==> src/rtl/pmode_pkg.sv <==
package pmode_pkg;
   localparam int MODE_W = 3;

   typedef enum logic [MODE_W-1:0] {
      MD_START  = 3'd0,
      MD_RAMP   = 3'd1,
      MD_ACTIVE = 3'd2,
      MD_STOP   = 3'd3,
      MD_LOWC   = 3'd4
   } mode_e;

   typedef enum logic [1:0] {
      HC_NONE  = 2'd0,
      HC_OCP   = 2'd1,
      HC_BROWN = 2'd2,
      HC_OVP   = 2'd3
   } hold_e;

   localparam int N_PERSIST = 2;
   localparam int PERS_BO   = 0;
   localparam int PERS_OPP  = 1;
endpackage

==> src/rtl/pmode_persist.sv <==
module pmode_persist #(
   parameter int LIMIT = 100
) (
   input  logic clk,
   input  logic rst_n,
   input  logic clr,
   input  logic en,
   input  logic flag,
   output logic trip
);
   localparam int CW = $clog2(LIMIT + 1);

   logic [CW-1:0] cnt;

   // trips on the LIMIT-th consecutive enabled high sample
   assign trip = en && flag && (cnt == CW'(LIMIT - 1));

   always_ff @(posedge clk or negedge rst_n) begin
      if (!rst_n) begin
         cnt <= '0;
      end else if (clr || !(en && flag) || trip) begin
         cnt <= '0;
      end else begin
         cnt <= cnt + 1'b1;
      end
   end
endmodule

==> src/rtl/pmode_ramp_timer.sv <==
module pmode_ramp_timer #(
   parameter int LIMIT = 850
) (
   input  logic clk,
   input  logic rst_n,
   input  logic clr,
   output logic done
);
   localparam int CW = $clog2(LIMIT + 1);

   logic [CW-1:0] cnt;

   assign done = (cnt == CW'(LIMIT));

   always_ff @(posedge clk or negedge rst_n) begin
      if (!rst_n) begin
         cnt <= '0;
      end else if (clr) begin
         cnt <= '0;
      end else if (!done) begin
         cnt <= cnt + 1'b1;
      end
   end
endmodule

==> src/rtl/pmode_dwell.sv <==
module pmode_dwell #(
   parameter int W = 8
) (
   input  logic         clk,
   input  logic         rst_n,
   input  logic         clr,
   input  logic         load,
   input  logic [W-1:0] val,
   input  logic         run,
   output logic         zero
);
   logic [W-1:0] cnt;

   assign zero = (cnt == '0);

   always_ff @(posedge clk or negedge rst_n) begin
      if (!rst_n) begin
         cnt <= '0;
      end else if (clr) begin
         cnt <= '0;
      end else if (load) begin
         cnt <= val;
      end else if (run && !zero) begin
         cnt <= cnt - 1'b1;
      end
   end
endmodule

==> src/rtl/pmode_seq.sv <==
module pmode_seq
   import pmode_pkg::*;
#(
   parameter int TSS_CYC = 850,
   parameter int OCP_CYC = 10,
   parameter int BO_CYC  = 100,
   parameter int OPP_CYC = 100,
   parameter int REC_CYC = 2500
) (
   input  logic              clk,
   input  logic              rst_n,
   input  logic              vcc_below_rst,
   input  logic              vcc_above_on,
   input  logic              vcc_above_sus,
   input  logic              fb_in_range,
   input  logic              opto_in_range,
   input  logic              opto_below_dis,
   input  logic              ocp_flag,
   input  logic              bo_flag,
   input  logic              opp_flag,
   input  logic              ovp_flag,
   output logic              sw_en,
   output logic              chg_en,
   output logic              chg_hi_sel,
   output logic [MODE_W-1:0] mode_code
);
   localparam int DW_MAX = (OCP_CYC > REC_CYC) ? OCP_CYC : REC_CYC;
   localparam int DW     = $clog2(DW_MAX + 1);
   localparam logic [DW-1:0] OCP_LD = DW'(OCP_CYC - 1);
   localparam logic [DW-1:0] REC_LD = DW'(REC_CYC - 1);

   if (TSS_CYC < 1) begin : g_bad_tss
      $error("TSS_CYC must be at least 1");
   end
   if (OCP_CYC < 1 || REC_CYC < 1) begin : g_bad_dwell
      $error("dwell lengths must be at least 1");
   end
   if (BO_CYC < 1 || OPP_CYC < 1) begin : g_bad_pers
      $error("persistence limits must be at least 1");
   end

   mode_e   mode, nxt;
   hold_e   cause, cause_n;
   logic    first_pu, first_n;
   logic    ramp_done;
   logic    dw_load, dw_zero, dw_run;
   logic [DW-1:0] dw_val;
   logic [N_PERSIST-1:0] pers_flag, pers_trip;
   logic    in_drive;
   mode_e   resume;
   logic    start_ok;

   assign pers_flag[PERS_BO]  = bo_flag;
   assign pers_flag[PERS_OPP] = opp_flag;

   for (genvar gi = 0; gi < N_PERSIST; gi++) begin : g_pers
      localparam int LIM = (gi == PERS_BO) ? BO_CYC : OPP_CYC;
      pmode_persist #(.LIMIT(LIM)) u_pers (
         .clk   (clk),
         .rst_n (rst_n),
         .clr   (vcc_below_rst),
         .en    (mode == MD_ACTIVE),
         .flag  (pers_flag[gi]),
         .trip  (pers_trip[gi])
      );
   end

   pmode_ramp_timer #(.LIMIT(TSS_CYC)) u_ramp (
      .clk   (clk),
      .rst_n (rst_n),
      .clr   (vcc_below_rst),
      .done  (ramp_done)
   );

   assign dw_run = (mode == MD_STOP) || (mode == MD_LOWC);

   pmode_dwell #(.W(DW)) u_dwell (
      .clk   (clk),
      .rst_n (rst_n),
      .clr   (vcc_below_rst),
      .load  (dw_load),
      .val   (dw_val),
      .run   (dw_run),
      .zero  (dw_zero)
   );

   assign resume   = ramp_done ? MD_ACTIVE : MD_RAMP;
   assign start_ok = vcc_above_on && fb_in_range && opto_in_range && !ovp_flag;

   always_comb begin
      nxt     = mode;
      cause_n = cause;
      first_n = first_pu;
      dw_load = 1'b0;
      dw_val  = '0;
      unique case (mode)
         MD_START: begin
            if (start_ok) begin
               nxt     = first_pu ? MD_RAMP : MD_ACTIVE;
               first_n = 1'b0;
            end
         end
         MD_RAMP, MD_ACTIVE: begin
            if (ovp_flag) begin
               nxt     = MD_STOP;
               cause_n = HC_OVP;
               dw_load = 1'b1;
            end else if (!vcc_above_sus) begin
               nxt     = MD_LOWC;
               cause_n = HC_NONE;
               dw_load = 1'b1;
            end else if (ocp_flag) begin
               nxt     = MD_STOP;
               cause_n = HC_OCP;
               dw_load = 1'b1;
               dw_val  = OCP_LD;
            end else if (pers_trip[PERS_BO]) begin
               nxt     = MD_STOP;
               cause_n = HC_BROWN;
               dw_load = 1'b1;
               dw_val  = REC_LD;
            end else if (pers_trip[PERS_OPP]) begin
               nxt     = MD_LOWC;
               cause_n = HC_NONE;
               dw_load = 1'b1;
               dw_val  = REC_LD;
            end else if (mode == MD_RAMP && ramp_done) begin
               nxt = MD_ACTIVE;
            end
         end
         MD_STOP: begin
            if (!vcc_above_sus || opto_below_dis) begin
               nxt     = MD_LOWC;
               cause_n = HC_NONE;
               dw_load = 1'b1;
            end else begin
               unique case (cause)
                  HC_OVP:   if (!ovp_flag) nxt = resume;
                  HC_BROWN: if (dw_zero) nxt = MD_START;
                  default:  if (dw_zero && !ovp_flag) nxt = resume;
               endcase
            end
         end
         MD_LOWC: begin
            if (dw_zero && !opto_below_dis) nxt = MD_START;
         end
         default: nxt = MD_START;
      endcase
   end

   always_ff @(posedge clk or negedge rst_n) begin
      if (!rst_n) begin
         mode     <= MD_START;
         cause    <= HC_NONE;
         first_pu <= 1'b1;
      end else if (vcc_below_rst) begin
         mode     <= MD_START;
         cause    <= HC_NONE;
         first_pu <= 1'b1;
      end else begin
         mode     <= nxt;
         cause    <= cause_n;
         first_pu <= first_n;
      end
   end

   assign in_drive   = (mode == MD_RAMP) || (mode == MD_ACTIVE);
   assign sw_en      = in_drive && !ovp_flag && !ocp_flag;
   assign chg_en     = (mode == MD_START) || (mode == MD_LOWC);
   assign chg_hi_sel = chg_en && vcc_above_sus;
   assign mode_code  = mode;
endmodule

==> config.mk <==
export PLATFORM = sky130hd
export DESIGN_NAME = pmode_seq
export DESIGN_NICKNAME = d
export VERILOG_FILES = /design/src/rtl/pmode_pkg.sv /design/src/rtl/pmode_persist.sv /design/src/rtl/pmode_ramp_timer.sv /design/src/rtl/pmode_dwell.sv /design/src/rtl/pmode_seq.sv
export SDC_FILE = /design/constraint.sdc
export NUM_CORES = 1
export LEC_CHECK = 0
export ABC_AREA = 1
export BUFFER_PORTS_ARGS = -buffer_cell sky130_fd_sc_hd__buf_4
export CORE_MARGIN = 2
export CORE_UTILIZATION = 55
export CTS_BUF_LIST = sky130_fd_sc_hd__clkbuf_4
export DETAILED_ROUTE_END_ITERATION = 16
export HOLD_SLACK_MARGIN = 0.08
export PLACE_DENSITY_LB_ADDON = 0.08
export REMOVE_ABC_BUFFERS = 1
export SYNTH_ARGS = -nofsm -noshare
export SYNTH_HDL_FRONTEND = slang
export SYNTH_SLANG_ARGS = --single-unit
export TNS_END_PERCENT = 10
==> constraint.sdc <==
create_clock -name clk -period 1.5 [get_ports clk]
set_input_delay 0.3 -clock clk [delete_from_list [all_inputs] [get_ports clk]]
set_output_delay 0.3 -clock clk [all_outputs]
set_load 0.1 [all_outputs]
==> metrics, run 1 <==
status=complete, but fails checks; violated checks=negative setup slack; Post-synth EDFFs=0; root buf cell=clkbuf_4; CP max stage cell=dfrtp_1; mean area per synthesized cell=7.430 um^2; power consumption=slightly below 6 mW; synth unique cells=33; Post-DP Area=between 0.003 and 0.004 mm^2; Clock Pin Slew Worst Setup and Hold Paths=0.13 ns; Leak Pwr=between 1.5 and 2 nW; Setup CP Type=reg2out; IO Pins=18; Final Util=0.8108; DRT Pass-1 Iters=5; Tightest Pin Transition=0.5256 ns; number of global-route vias before repair=2411; antenna viol nets, final=0; Critical Path Start Type=flip-flop; maximum clock path buffer count=2; fill count=282; Yosys top cell area share=0.4074; Setup crit end kind=output pin; initial antenna violation count=0; total die area=0.005137 mm^2; nets@finish=between 400 and 500; DIE HEIGHT=approximately 72 um; Final WS setup=-0.3449 ns; unrepaired setup endpoints after global routing=true; maximum VDD drop=1824 uV; post-DR wirelength/cell=13.84 um; r2r worst-path depth=14; Min-Delay Endpoint=u_ramp.cnt[8]; WP buf/inv=3; post-DP HPWL=between 4 and 5 mm; Slew Viols, Final=0; r2r setup slk=-0.30 ns; DR iter-0 viols=180; final critical-path share of the clock period=1.230; hold path start=vcc_below_rst; n_diodes=0; Layout Cells excl Fill=just under 500; CP Max Fanout=4; Post-Route WL=6.754 mm; GRT Residual Overflow=0; Synth-to-Final Area Change=41.13%; drc violations=0; Ys Warns=0; crit path cell chain=buf_6 > nand3_4 > nand2_2 > inv_2 > nor3_2 > buf_6; DIE WIDTH=71.67 um; clk sinks=42; Tightest Hold Check Type=in2reg; crit path DAT=1.54 ns; Final setup viols=23; Initial Util=0.5745; Buffers on Ports=17; Hold Fails Final Rpt=0; WHS Path Cells=2; hold_ws=0.1388 ns; largest net degree at the start of global routing=43; dominant cell type by area after synthesis=dfrtp_1; Pwr Density=1650 mW/mm^2; dpl cells=468; worst-skew pair later-pin latency=0.36 ns; core area=approximately 0.0044 mm^2; Seq/Total Area, Yosys=0.4178; reg2reg end=mode_code[1]; CP max stage delay=0.45 ns; Fmax=0.5420 GHz; CTS tree=done; H-tree levels=2; WP data required=1.20 ns; Max-Cap Viols=0; Syn Inst Count=339; largest cells by area after synthesis=dfrtp_1 (41%), nand2_1 (10%), nand3_1 (8.7%), nor2_1 (7.5%), inv_1 (6.4%); Final GP Congestion=0.9195; Tmin final=1.845 ns; top_reg_cell synth=dfrtp_1; FF+latch count, synth=between 40 and 50; site row count=24; Reg2Reg Launch Point=u_dwell.cnt[1]; final clock skew=0.01206 ns; layout cells sized above 1=0.3463; Via Count=2638; Synth Cell Area=0.002519 mm^2; first-pass GRT wire length=around 11 mm; CTS Buf Count=5; CP most frequent cell=buf_6; final instance area=0.003555 mm^2; CP Launch Point=mode_code[1]; asr flop ratio synth=1.000; via/cell ratio=5.406; delay-heaviest family, CP=flip-flops; worst rel slew slack=0.6496; global-route usage over all layers=0.2583
timing repair:
item                       CTS  global route
pin swaps                    2            10
setup buffers                4             7
setup endpoints to repair   23            35
gates resized for setup     29            42
hold buffers                 1             0
hold endpoints to repair    41             0
synth_stat cells (5+ instances only):
master,count
nand3_1,44
inv_1,43
xor2_1,10
nor3b_1,5
nor2_1,50
ha_1,6
a21oi_1,11
nor3_1,6
dfrtp_1,41
nand2_1,67
o21ai_0,17
nand4_1,7
metal layers:
layer,part of all wire,wire length [um],track usage,up-vias
met5,0,0,0,-
met1,0.41,2746,0.3385,1201
li1,-,-,-,1289
met3,0.071,481,0.04782,32
met4,0.036,245,0.05660,0
met2,0.49,3280,0.4465,116
power by group:
part	switching [mW]	total [mW]	internal, mW	leakage [nW]
sequential	0.123	1.41	1.28	0.569
combinational	2.22	3.88	1.67	1.22
clock	0.392	0.575	0.182	0.0312
total	2.73	5.87	3.13	1.82
metrics by stage:
| step | setup slack, ns | TNS, ns |
|---|---|---|
| after floorplan | -2.245 | -20.34 |
| after global placement | -0.1128 | -1.210 |
| after detailed placement | -0.1749 | -2.040 |
| after CTS | -0.3139 | -2.166 |
| after global routing | -0.4401 | -6.610 |
| final | -0.3449 | -3.986 |
flip-flops by register name, indices dropped and copies added, names as in the netlist:
register           cells
u_ramp.cnt            10
first_pu               1
mode_code              3
cause                  2
u_dwell.cnt           12
g_pers.u_pers.cnt     14
cell families after synthesis:
family / share of synthesized area
xor gates and xnor gates: 0.03825
and+or+nand+nor: 0.3502
AOI/OAI and AO/OA: 0.08296
buffers and inverters: 0.08097
DFF: 0.4178
adders and majority gates: 0.02981
worst max-delay path by stage:
| stage | cells after the start | endpoint | slack (ns) |
|---|---|---|---|
| after floorplan | 4 | sw_en | -2.25 |
| after global placement | 11 | u_dwell.cnt[0] | -0.11 |
| after detailed placement | 12 | u_dwell.cnt[9] | -0.17 |
| after CTS | 6 | sw_en | -0.31 |
| after global routing | 6 | sw_en | -0.44 |
| final | 6 | sw_en | -0.34 |
final cells by class:
cell class,instances,area [um^2],share of cell area
Tap cell,52,65.06,0.01830
Inverter,46,172.7,0.04857
Clock inverter,3,21.27,0.005984
Multi-Input combinational cell,247,1439,0.4048
Timing Repair Buffer,93,765.7,0.2154
Sequential cell,42,1054,0.2964
Clock buffer,5,37.54,0.01056
cells in the final DEF, fill, tap and decap left out, drive strengths merged:
cell	instances
and2	1
o21bai	1
nand2	70
buf	92
nand3	45
nor2	53
dfrtp	41
clkbuf	5
nand4	7
nor4	1
dlygate4sd3	1
xor2	10
clkinvlp	1
inv	46
xnor2	1
ha	6
nor3b	5
a21oi	12
nand3b	3
or2	2
clkinv	2
o21ai	19
o31ai	2
o211ai	1
dfstp	1
nor3	6
and3	2
Power figures use the tool's default switching activity.
==> run 2, diff against run 1 <==
--- a/config.mk
+++ b/config.mk
@@ -5,7 +5,6 @@
 export SDC_FILE = /design/constraint.sdc
 export NUM_CORES = 1
 export LEC_CHECK = 0
-export ABC_AREA = 1
 export BUFFER_PORTS_ARGS = -buffer_cell sky130_fd_sc_hd__buf_4
 export CORE_MARGIN = 2
 export CORE_UTILIZATION = 55
==> metrics, run 2 <==
status=complete, but fails checks; violated checks=negative setup slack; largest cells by area after synthesis=dfrtp_1 (41%), nor2_1 (6.4%), xnor2_1 (4.2%), xor2_1 (3.5%), ha_1 (3.0%); number of stages on the worst setup path=8 (+2); FF+latch count, synth=42 (unchanged); DRT Pass-1 Iters=4 (-1); Clock Pin Slew Worst Setup and Hold Paths=0.12 ns (about the same); DR iter-0 viols=132 (-27%); Final setup viols=34 (+48%); top_reg_cell synth=dfrtp_1; Seq/Total Area, Yosys=0.4184 (+0.0006236); global-route usage over all layers=0.2871 (+0.02887); DIE WIDTH=71.62 um (about the same); Post-Route WL=6.716 mm (-0.56%); antenna viol nets, final=0 (unchanged); Leak Pwr=1.655 nW (-8.9%); Final WS setup=-0.5185 ns (-0.1736 ns); clk sinks=42 (unchanged); Tmin final=2.018 ns (+0.1736 ns); Max-Cap Viols=0 (unchanged); Synth Cell Area=0.002515 mm^2 (-0.15%); worst rel slew slack=0.6434 (-0.006218); WHS Path Cells=3 (+1); Initial Util=0.5736 (-0.0008563); CTS Buf Count=5 (unchanged); root buf cell=clkbuf_4; post-DR wirelength/cell=15.95 um (+15%); Hold Fails Final Rpt=0 (unchanged); Critical Path Start Type=flip-flop; Reg with most FFs=g_pers.u_pers.cnt; hold_ws=0.2214 ns (+0.08259 ns); mean area per synthesized cell=9.280 um^2 (+25%); Buffers on Ports=17 (unchanged); r2r worst-path depth=8 (-6); core area=0.004384 mm^2 (unchanged); dominant cell type by area after synthesis=dfrtp_1; Tightest Pin Transition=0.5349 ns (+0.009327 ns); delay-heaviest family, CP=simple AND/OR/NAND/NOR gates; layout cells sized above 1=0.4065 (+0.06017); most frequent cells in the layout=buf_4 (88), nor2_1 (42), dfrtp_1 (41), nand2_1 (13), a21oi_1 (13); most common cell in the synthesized netlist=nor2_1; CTS tree=done; crit path cell chain=ha_2 > nor4bb_4 > and4b_2 > o21a_4 > nor3_4 > buf_4 > nor2_4 > mux2_4; Ys Warns=0 (unchanged); max reg flops=14 (unchanged); Final GP Congestion=0.9002 (-2.1%); Slew Viols, Final=0 (unchanged); final critical-path share of the clock period=1.346 (+0.1158); Via Count=2412 (-8.6%); crit path DAT=2.27 ns (+0.73 ns); first-pass GRT wire length=11.41 mm (+8.0%); worst-skew pair later-pin latency=0.36 ns (about the same); commonest non-fill, non-tap cell in the layout=buf_4; largest net degree at the start of global routing=43 (unchanged); n_diodes=0 (unchanged); dpl cells=409 (-13%); WP data required=1.76 ns (+0.56 ns); synth unique cells=54 (+64%); CP max stage cell=dfrtp_1; unrepaired setup endpoints after global routing=true; Layout Cells excl Fill=421 (-14%); Tightest Hold Check Type=in2reg; Regs by FF count=g_pers.u_pers.cnt (14), u_dwell.cnt (12), u_ramp.cnt (10); maximum clock path buffer count=2 (unchanged); IO Pins=18 (unchanged); Yosys top cell area share=0.4080 (+0.0006080); number of global-route vias before repair=2445 (+1.4%); Fmax=0.4954 GHz (-8.6%); GRT Residual Overflow=0 (unchanged); nets@finish=388 (-14%); drc violations=0 (unchanged); Synth-to-Final Area Change=44.68%; post-DP HPWL=4.595 mm (+2.8%); DIE HEIGHT=71.62 um (about the same); final clock skew=0.01017 ns (-0.001892 ns); Setup CP Type=reg2reg; H-tree levels=2 (unchanged); Pwr Density=1370 mW/mm^2 (-17%); CP Max Fanout=4 (unchanged); CP max stage delay=0.40 ns (-0.05 ns); most instantiated cells after synthesis=nor2_1 (43), dfrtp_1 (41), nand3_1 (15); WP buf/inv=1 (-2); Setup crit end kind=flip-flop; Syn Inst Count=271 (-20%); via/cell ratio=5.729 (+6.0%); site row count=24 (unchanged); maximum VDD drop=754.8 uV (-59%); initial antenna violation count=0 (unchanged); asr flop ratio synth=1.000 (unchanged); total die area=0.005129 mm^2 (-0.14%); Post-synth EDFFs=0 (unchanged)
-- run 2: layout make-up --
type	instances	area, um^2
timing repair buffer	100	832.0
inverter	9	33.78
clock buffer	5	37.54
tap	52	65.06
sequential	42	1052
fill	276	745.7
clock inverter	1	3.754
multi-input combinational	212	1614
-- run 2: final timing paths --
path | from | endpoint | slack, ns
setup / recovery | g_pers[0].u_pers.cnt[0] | cause[1] | -0.52
hold / removal | opp_flag | g_pers[1].u_pers.cnt[1] | 0.22
setup reg to reg | g_pers[0].u_pers.cnt[0] | cause[1] | -0.52
hold reg to reg | first_pu | first_pu | 0.49
max in group asynchronous | rst_n | g_pers[1].u_pers.cnt[1] | 0.66
min in group asynchronous | rst_n | u_dwell.cnt[1] | 0.46
-- run 2: tightest hold or removal path: stages --
cell and delay (ns):
buf_4 0.12, nand3_4 0.09, nor2_1 0.04
-- run 2: kinds of logic after synthesis --
logic type	count (synthesis)	synth area share
buffers and inverters	17	0.02935
and+or+nand+nor	134	0.2975
muxes	4	0.01791
DFF	42	0.4184
adders and majority gates	6	0.02985
AOI/OAI and AO/OA	46	0.1304
xor gates and xnor gates	22	0.07662
-- run 2: per-stage QoR --
stage	utilization	power [mW]	setup TNS, ns	cell area, um^2	setup slack, ns
after floorplan	-	2.857	-44.19	2475	-2.292
after global placement	0.7403	3.836	-9.171	3246	-0.5369
after detailed placement	0.7403	3.886	-11.42	3246	-0.5773
after CTS	0.8065	4.787	-7.169	3536	-0.4752
after global routing	0.8299	5.254	-11.56	3638	-0.6428
final	0.8299	4.986	-8.728	3638	-0.5185
-- run 2: power breakdown --
| part | switching, mW | internal [mW] |
|---|---|---|
| combinational | 1.72 | 1.42 |
| sequential | 0.0800 | 1.24 |
| clock | 0.361 | 0.161 |
-- run 2: timing repair --
action / CTS / global route
setup endpoints to repair: 37 / 39
setup buffers: 4 / 1
resized for setup: 43 / 23
hold buffers: 1 / 0
endpoints found under the hold margin: 41 / 0
pin swaps: 19 / 7
-- run 2: per-layer routing --
metal	routed length, um	global-route usage	share of wire
met5	0	0	0
met2	3394	0.4949	0.51
met1	2849	0.3700	0.42
met3	316	0.05345	0.047
met4	155	0.08386	0.023
==> run 3, diff against run 2 <==
==> constraint.sdc (replaced) <==
create_clock -name clk -period 2.5 [get_ports clk]
set_input_delay 0.5 -clock clk [delete_from_list [all_inputs] [get_ports clk]]
set_output_delay 0.5 -clock clk [all_outputs]
set_load 0.1 [all_outputs]
==> metrics, run 3 (synthesis gave the netlist of run 2 again) <==
status=completed; Hold Fails Final Rpt=0 (unchanged); CTS tree=done; DIE HEIGHT=71.62 um (unchanged); worst-skew pair later-pin latency=0.36 ns (about the same); final critical-path share of the clock period=0.9205; Regs by FF count=g_pers.u_pers.cnt (14), u_dwell.cnt (12), u_ramp.cnt (10); Buffers on Ports=17 (unchanged); CP max stage cell=dfrtp_2; maximum clock path buffer count=2 (unchanged); CTS Buf Count=5 (unchanged); Tightest Pin Transition=0.6322 ns (+0.09726 ns); Final WS setup=0.1987 ns (+0.7172 ns); layout cells sized above 1=0.1615 (-0.2450); antenna viol nets, final=0 (unchanged); Synth-to-Final Area Change=10.15%; CP Max Fanout=16 (+12); IO Pins=18 (unchanged); number of global-route vias before repair=2006 (-18%); initial antenna violation count=0 (unchanged); post-DR wirelength/cell=15.03 um (-5.8%); Leak Pwr=1.211 nW (-27%); GRT Residual Overflow=0 (unchanged); clk sinks=42 (unchanged); number of stages on the worst setup path=4 (-4); max reg flops=14 (unchanged); post-DP HPWL=3.577 mm (-22%); Critical Path Start Type=flip-flop; r2r worst-path depth=7 (-1); final instance area=0.002770 mm^2 (-24%); Reg with most FFs=g_pers.u_pers.cnt; Final setup viols=0 (-100%); Pwr Density=875.3 mW/mm^2 (-36%); delay-heaviest family, CP=flip-flops; Via Count=2057 (-15%); DR iter-0 viols=156 (+18%); drc violations=0 (unchanged); worst rel slew slack=0.5747 (-0.06873); Final GP Congestion=0.8631 (-4.1%); n_diodes=0 (unchanged); via/cell ratio=5.997 (+4.7%); final clock skew=0.01752 ns (+0.007353 ns); most frequent cells in the layout=nor2_1 (43), dfrtp_1 (39), buf_4 (20), nand3_1 (15), a21oi_1 (14); Tightest Hold Check Type=in2async; r2r setup slk=0.25 ns (+0.77 ns); Reg2Reg Launch Point=g_pers[0].u_pers.cnt[0]; Post-CTS Setup Repair Bufs=0 (-4); root buf cell=clkbuf_4; Fmax=0.4345 GHz; Layout Cells excl Fill=343 (-19%); crit path cell chain=xor2_1 > nand2b_1 > nor3_1 > buf_4; core area=0.004384 mm^2 (unchanged); Max-Cap Viols=0 (unchanged); area of the multi-input gates=0.001389 mm^2 (-14%); largest net degree at the start of global routing=43 (unchanged); fill count=379 (+37%); unrepaired setup endpoints after global routing=false; # hold bufs at CTS=0 (-1); WP data required=2.00 ns (+0.24 ns); power consumption=2.425 mW (-51%); total die area=0.005129 mm^2 (unchanged); reg2reg end=cause[1]; H-tree levels=2 (unchanged); Setup CP Type=reg2out; register area=0.001055 mm^2 (+0.24%); Slew Viols, Final=0 (unchanged); Tmin final=2.301 ns; crit path DAT=1.80 ns (-0.47 ns); Post-DP Area=0.002690 mm^2 (-17%); dpl cells=335 (-18%); DRT Pass-1 Iters=4 (unchanged); maximum VDD drop=370.5 uV (-51%); Post-Route WL=5.157 mm (-23%); commonest non-fill, non-tap cell in the layout=nor2_1; pre-CTS setup slack=0.2837 ns (+0.8611 ns); nets@finish=308 (-21%); Clock Pin Slew Worst Setup and Hold Paths=0.14 ns (+0.02 ns); Setup crit end kind=output pin; Initial Util=0.5736 (unchanged); first-pass GRT wire length=9.177 mm (-20%); DIE WIDTH=71.62 um (unchanged); WP buf/inv=1 (unchanged); CP max stage delay=0.55 ns (+0.15 ns); site row count=24 (unchanged); global-route usage over all layers=0.2227 (-0.06444)
run 3: cell count changes in the layout (fill, tap and decap cells not counted), moves of 3 or more:
cell,change
a311oi_1,+3
buf_4,-68
buf_12,-3
a311oi_2,-3
buf_6,-5
buf_8,-3
nand3_1,+3
ha_2,-3
ha_1,+3
run 3: power by group:
part	switching, mW	leakage [nW]	internal [mW]
Combinational	0.736	0.596	0.392
Clock	0.226	0.0450	0.207
Sequential	0.115	0.571	0.748
run 3: metrics by stage:
stage | hold slack [ns] | setup TNS (ns) | util
2_1_floorplan | 0.2044 | -17.10 | -
3_3_place_gp | 0.4350 | 0 | 0.6136
3_5_place_dp | 0.4435 | 0 | 0.6136
4_1_cts | 0.1147 | 0 | 0.6313
5_1_grt | 0.1409 | 0 | 0.6318
6_report | 0.1035 | 0 | 0.6318
run 3: cell type report:
class | instances | area share
multi-input cells | 212 | 0.5014
flip-flops and latches | 42 | 0.3808
repair buffers | 20 | 0.05420
well taps | 52 | 0.02349
clock inverters | 3 | 0.01445
clock buffers | 5 | 0.01355
inverters | 9 | 0.01220
run 3: repair_timing:
item / in CTS / in global routing
gates resized for setup: 0 / 2
hold endpoints to repair: 0 / 0
endpoints found under the setup margin: 0 / 1
run 3: worst reg2reg max path: cells and delay by family (launching register included):
kind                     cells  cell delay [ns]
AND/OR/NAND/NOR              4             1.00
flip-flops                   1             0.38
multiplexers                 1             0.37
adder cells (fa/ha/maj)      1             0.20
AO/OA/AOI/OAI                1             0.20
run 3: routing by layer:
metal	vias up	part of all wire	global-route usage
met5	-	0	0
met4	0	0.012	0.06709
met3	5	0.043	0.04079
met2	46	0.45	0.3611
met1	996	0.49	0.3061
li1	1010	-	-
run 3: worst max path at each step:
stage,start,to,slack [ns]
5_1_grt,mode_code[1],sw_en,0.07
6_report,mode_code[1],sw_en,0.20
3_3_place_gp,ovp_flag,u_dwell.cnt[7],0.32
2_1_floorplan,mode_code[1],sw_en,-1.49
3_5_place_dp,g_pers[0].u_pers.cnt[0],cause[1],0.28
4_1_cts,mode_code[1],sw_en,0.08
